### config.mk
export PLATFORM = sky130hd
export DESIGN_NAME = sdram_bringup_refresh
export DESIGN_NICKNAME = d
export VERILOG_FILES = /design/src/rtl/sdram_bringup_refresh.sv
export SDC_FILE = /design/constraint.sdc
export NUM_CORES = 1
export LEC_CHECK = 0
export ABC_CLOCK_PERIOD_IN_PS = 3300
export BUFFER_PORTS_ARGS = -buffer_cell sky130_fd_sc_hd__buf_2
export CORE_MARGIN = 2
export CORE_UTILIZATION = 59
export DETAILED_ROUTE_END_ITERATION = 10
export PLACE_DENSITY_LB_ADDON = 0.2
export SLEW_MARGIN = 20
export SYNTH_ARGS = -nofsm -noshare
export SYNTH_HDL_FRONTEND = slang
export SYNTH_SLANG_ARGS = --single-unit
### constraint.sdc
create_clock -name clk -period 3.3 [get_ports clk]
set_input_delay 0.66 -clock clk [delete_from_list [all_inputs] [get_ports clk]]
set_output_delay 0.66 -clock clk [all_outputs]
set_load 0.02 [all_outputs]
### src/rtl/sdram_bringup_refresh.sv
module sdram_bringup_refresh #(
  parameter int ADDR_W       = 14,
  parameter int BANKS        = 4,
  parameter int CLK_MHZ      = 100,
  parameter int ROWS         = 4096,
  parameter int RETENTION_MS = 64,
  parameter int PAUSE_CYC    = 200 * CLK_MHZ,
  parameter int INIT_REFS    = 8,
  parameter int T_RC         = 8,
  parameter int T_RP         = 3,
  parameter int T_MRD        = 3,
  parameter int REF_INTERVAL = (RETENTION_MS * 1000 * CLK_MHZ) / ROWS,
  parameter int MAX_PENDING  = 8,
  parameter logic [ADDR_W-1:0] MODE_VALUE = ADDR_W'(14'h0022)
) (
  input  logic              clk,
  input  logic              rst_n,
  input  logic              ref_grant,
  input  logic [BANKS-1:0]  open_banks,
  output logic              ready,
  output logic              ref_req,
  output logic              cs_n,
  output logic              ras_n,
  output logic              cas_n,
  output logic              we_n,
  output logic [ADDR_W-1:0] addr
);

  localparam int GMAX1 = (T_RC > T_RP) ? T_RC : T_RP;
  localparam int GMAX2 = (GMAX1 > T_MRD) ? GMAX1 : T_MRD;
  localparam int GMAX  = (GMAX2 > PAUSE_CYC) ? GMAX2 : PAUSE_CYC;
  localparam int GW    = $clog2(GMAX + 1);
  localparam int NW    = $clog2(INIT_REFS + 1);
  localparam int IVW   = $clog2(REF_INTERVAL);
  localparam int PW    = $clog2(MAX_PENDING + 1);

  localparam logic [GW-1:0]     G_PAUSE   = GW'(PAUSE_CYC);
  localparam logic [GW-1:0]     G_RC      = GW'(T_RC - 1);
  localparam logic [GW-1:0]     G_RP      = GW'(T_RP - 1);
  localparam logic [GW-1:0]     G_MRD     = GW'(T_MRD - 1);
  localparam logic [NW-1:0]     LAST_INIT = NW'(INIT_REFS - 1);
  localparam logic [IVW-1:0]    IVL_LAST  = IVW'(REF_INTERVAL - 1);
  localparam logic [PW-1:0]     P_MAX     = PW'(MAX_PENDING);
  localparam logic [ADDR_W-1:0] PRE_ADDR  = ADDR_W'(1 << 10);
  localparam logic [ADDR_W-1:0] MRS_RSVD  = ADDR_W'(14'b11_1101_1000_0000);
  localparam logic [ADDR_W-1:0] MODE_SAFE = MODE_VALUE & ~MRS_RSVD;

  typedef enum logic [2:0] {
    S_GAP, S_PRE_ALL, S_INIT_REF, S_MRS, S_IDLE, S_REF_PRE, S_REF
  } st_t;

  st_t            state, after;
  logic [GW-1:0]  gap;
  logic [NW-1:0]  nref;
  logic [IVW-1:0] ivl;
  logic [PW-1:0]  pending;
  logic           tick, take, is_pre, is_ref, is_mrs;

  assign is_pre = (state == S_PRE_ALL) || (state == S_REF_PRE);
  assign is_ref = (state == S_INIT_REF) || (state == S_REF);
  assign is_mrs = (state == S_MRS);

  assign cs_n  = 1'b0;
  assign ras_n = !(is_pre || is_ref || is_mrs);
  assign cas_n = !(is_ref || is_mrs);
  assign we_n  = !(is_pre || is_mrs);
  assign addr  = is_pre ? PRE_ADDR : (is_mrs ? MODE_SAFE : '0);

  assign tick    = ready && (ivl == IVL_LAST);
  assign take    = (state == S_REF);
  assign ref_req = ready && ((pending != '0) || (state != S_IDLE));

  always_ff @(posedge clk or negedge rst_n) begin
    if (!rst_n) begin
      state <= S_GAP;
      after <= S_PRE_ALL;
      gap   <= G_PAUSE;
      nref  <= '0;
      ready <= 1'b0;
    end else begin
      case (state)
        S_GAP: begin
          if (gap == GW'(1)) begin
            state <= after;
            if (after == S_IDLE) ready <= 1'b1;
          end else begin
            gap <= gap - 1'b1;
          end
        end
        S_PRE_ALL: begin
          state <= S_GAP;
          after <= S_INIT_REF;
          gap   <= G_RP;
        end
        S_INIT_REF: begin
          state <= S_GAP;
          gap   <= G_RC;
          nref  <= nref + 1'b1;
          after <= (nref == LAST_INIT) ? S_MRS : S_INIT_REF;
        end
        S_MRS: begin
          state <= S_GAP;
          after <= S_IDLE;
          gap   <= G_MRD;
        end
        S_IDLE: begin
          if ((pending != '0) && ref_grant)
            state <= (|open_banks) ? S_REF_PRE : S_REF;
        end
        S_REF_PRE: begin
          state <= S_GAP;
          after <= S_REF;
          gap   <= G_RP;
        end
        S_REF: begin
          state <= S_GAP;
          after <= S_IDLE;
          gap   <= G_RC;
        end
        default: state <= S_IDLE;
      endcase
    end
  end

  always_ff @(posedge clk or negedge rst_n) begin
    if (!rst_n)
      ivl <= '0;
    else if (ready)
      ivl <= tick ? '0 : ivl + 1'b1;
  end

  always_ff @(posedge clk or negedge rst_n) begin
    if (!rst_n)
      pending <= '0;
    else if (tick && !take) begin
      if (pending != P_MAX) pending <= pending + 1'b1;
    end else if (take && !tick)
      pending <= pending - 1'b1;
  end

endmodule


==> key figures <==
Timing
  – Max Fclk: 0.402 GHz
  – Clock Skew: 5.19 ps
  – Slew @ Worst Pin: 869 ps
  – Fin. max-slew vios: 0
  – Final setup violation count: 0
  – Tmin final: 2480 ps
  – Relative slew slack: 0.406
  – Unrepaired setup endpoints after global routing: false
  – Final Hold Violating Endpoints: 0
  – Fin crit share: 0.753
  – Setup TNS: 0 ps

Yosys
  – Mapped Cells: 263
  – Seq/Total Area, Yosys: 0.411
  – Yosys top cell area share: 0.348
  – Fraction of registers with async set/reset: 1.00
  – Synthesized cell area: 2510 um2
  – Post-synth EDFFs: 0
  – Mean Syn Cell Area: 9.56 um2
  – Area leader, netlist: dfrtp_1
  – Yosys reg bits: 41
  – Prevailing post-synth register cell: dfrtp_1
  – Top cells by area, synth: dfrtp_1, ha_1, dfstp_2
  – Library cells used by synthesis: 52
  – Yosys warns: 0

Routing
  – Metal3 WL: 219 um
  – Met2 wire length: 2130 um
  – Detailed-route via count: 1963
  – Drt pass-1 iters: 4
  – Wirelength per Cell: 14.3 um
  – Routed wire length: 4680 um
  – 1st-iter DRT viols: 89
  – Final antenna-violating net count: 0
  – Uppermost layer routed: met4
  – DRC: 0
  – Vias per std cell: 6.02
  – M1 WL: 2270 um

Global routing
  – Tot GR Track Use: 0.212
  – Largest net degree at the start of global routing: 42
  – Gr ovfl total: 0
  – Initial antenna violation count: 0
  – Number of global-route vias before repair: 1820
  – First-pass GRT wire length: 8270 um

Setup path
  – Critical Path AT: 2670 ps
  – WS Path Type: reg -> reg
  – Most numerous cell on the critical path: ha_1
  – CP Data Required Time: 3490 ps
  – Startpoint type of the worst setup path: flop
  – Crit path max fanout: 4
  – R2R Setup Slk: 820 ps
  – Worst Setup End Kind: flop
  – CP peak stage delay: 400 ps
  – CP Cell Sequence: inv_1 -> ha_1 -> nor4bb_1 -> and3_1 -> nand2_1 -> ha_1 -> nand3_1 -> and2_1 -> a221o_1 -> o311a_1
  – Crit Reg-Reg Endpoint: pending[3]
  – R2r startpoint: ivl[1]
  – R2R depth: 10
  – Slowest CP cell: dfrtp_1

Power
  – Peak supply drop: 0.265 mV
  – Internal: 0.725 mW
  – Clock Power Share: 0.426
  – Gate power share: 0.027
  – Leakage: 1.21 nW
  – Switching Fraction: 0.210
  – Pwr/cell area: 343 nW/um2
  – Register share of total power: 0.547
  – Net Sw Power: 0.193 mW

Clock network
  – TritonCTS Sinks: 41
  – H-tree Lvls: 2
  – Clock-pin slew on the worst setup and hold paths: 80 ps
  – Worst-skew pair later-pin latency: 300 ps
  – Max clock buf depth: 2
  – CTS tree: built
  – Post-cts sizing count: 0
  – TritonCTS Buffers: 5
  – Number of post-CTS setup repair buffers: 0
  – CTS Root Cell: clkbuf_8
  – Hold Buf Count CTS: 0

Final layout
  – Most frequent cells in the layout: dfrtp_1, nand2_1, nor2_1
  – Nets: 297
  – Commonest non-fill, non-tap cell in the layout: dfrtp_1
  – Layout cell share with drive strength beyond 1: 0.130
  – Area delta synth->final: 6.32%
  – Final Util: 0.659
  – Ant. Diodes: 0

Floorplanning
  – Die height: 69.3 um
  – Core ar.: 4060 um2
  – Row count: 23
  – Initial Util: 0.619
  – Boundary pin count: 27
  – Die area: 4800 um2
  – Die Wd: 69.3 um

Placed design
  – RePlAce Congestion: 0.815
  – PortBufs: 14
  – Hpwl dp: 3320 um

Run status
  – Status: complete, no violations

Hold path
  – Hold/Removal Path Class: in -> async

Job
  – Max_cap viols: 0
[cell type report]
cell class                 instances  area (um2)
inverter                          11        41.3
tap                               50        62.6
sequential                        41        1030
timing repair buffer              17        92.6
clock buffer                       5        68.8
clock inverter                     2        35.0
fill                             344        1390
multi-input combinational        200        1340
[kinds of logic (layout without fill, tap and decap cells)]
logic type	count (synthesis)	count (layout)	synth area share
AND/OR/NAND/NOR	99	99	0.221
AO/OA/AOI/OAI	52	52	0.134
flip-flops	41	41	0.411
buffers and inverters	33	35	0.0727
adder cells (fa/ha/maj)	14	14	0.0727
XOR/XNOR	14	14	0.0488
multiplexers	9	9	0.0378
other	1	12	0.00149
[registers in the layout, summed over array words and instances, names as in the netlist]
register	count
gap	15
ivl	11
nref	4
pending	4
after	3
state	3
ready	1
[synthesized netlist by cell type, types with 5 or more instances]
| cell type | instances |
|---|---|
| or4_1 | 10 |
| nand3_1 | 5 |
| ha_1 | 13 |
| buf_4 | 15 |
| xnor2_1 | 6 |
| nor4_1 | 5 |
| dfrtp_1 | 35 |
| mux2i_1 | 5 |
| xor2_1 | 8 |
| o21ai_0 | 13 |
| nand2_1 | 21 |
| a21oi_1 | 13 |
| nor2_1 | 17 |
| nor3_1 | 10 |
| clkbuf_1 | 5 |
| dfstp_2 | 6 |
| or3_1 | 5 |
| inv_1 | 11 |
[power groups by stage]
stage	registers, mW	clock network, mW	logic (mW)
finish	0.502	0.391	0.0247
global route	0.502	0.422	0.0283
CTS	0.502	0.403	0.0254
detailed placement	0.512	0	0.0254
global placement	0.512	0	0.0255
floorplan	0.512	0	0.0229
[worst max path at each step]
stage | startpoint | to | slack [ps] | cells past startpoint
finish | ivl[1] | pending[3] | 820 | 10
global route | ivl[1] | pending[3] | 620 | 10
CTS | ivl[1] | pending[3] | 820 | 10
detailed placement | ivl[1] | pending[3] | 830 | 10
global placement | ivl[1] | pending[3] | 940 | 10
floorplan | ready | pending[3] | 620 | 10
[critical path: cells and delay by family, from the launching register on]
family / cells / cell delay, ps
and+or+nand+nor: 5 / 920
adders and majority gates: 2 / 500
AOI/OAI and AO/OA: 2 / 470
DFF: 1 / 400
buffers and inverters: 1 / 80
[layer usage]
| metal | track usage | vias to the layer above |
|---|---|---|
| li1 | - | 961 |
| met1 | 0.303 | 946 |
| met2 | 0.316 | 50 |
| met3 | 0.0436 | 6 |
| met4 | 0.0850 | 0 |
| met5 | 0 | - |
[per-stage QoR]
stage	area, um2	setup slack (ps)	power [mW]	instances	hold slack, ps
2_1_floorplan	2550	622	0.535	274	364
6_report	2670	816	0.918	326	471
3_3_place_gp	2570	936	0.537	319	455
3_5_place_dp	2570	827	0.537	319	461
4_1_cts	2670	821	0.930	326	474
5_1_grt	2670	621	0.953	326	492
No activity file was read; power rests on OpenSTA's default activity.
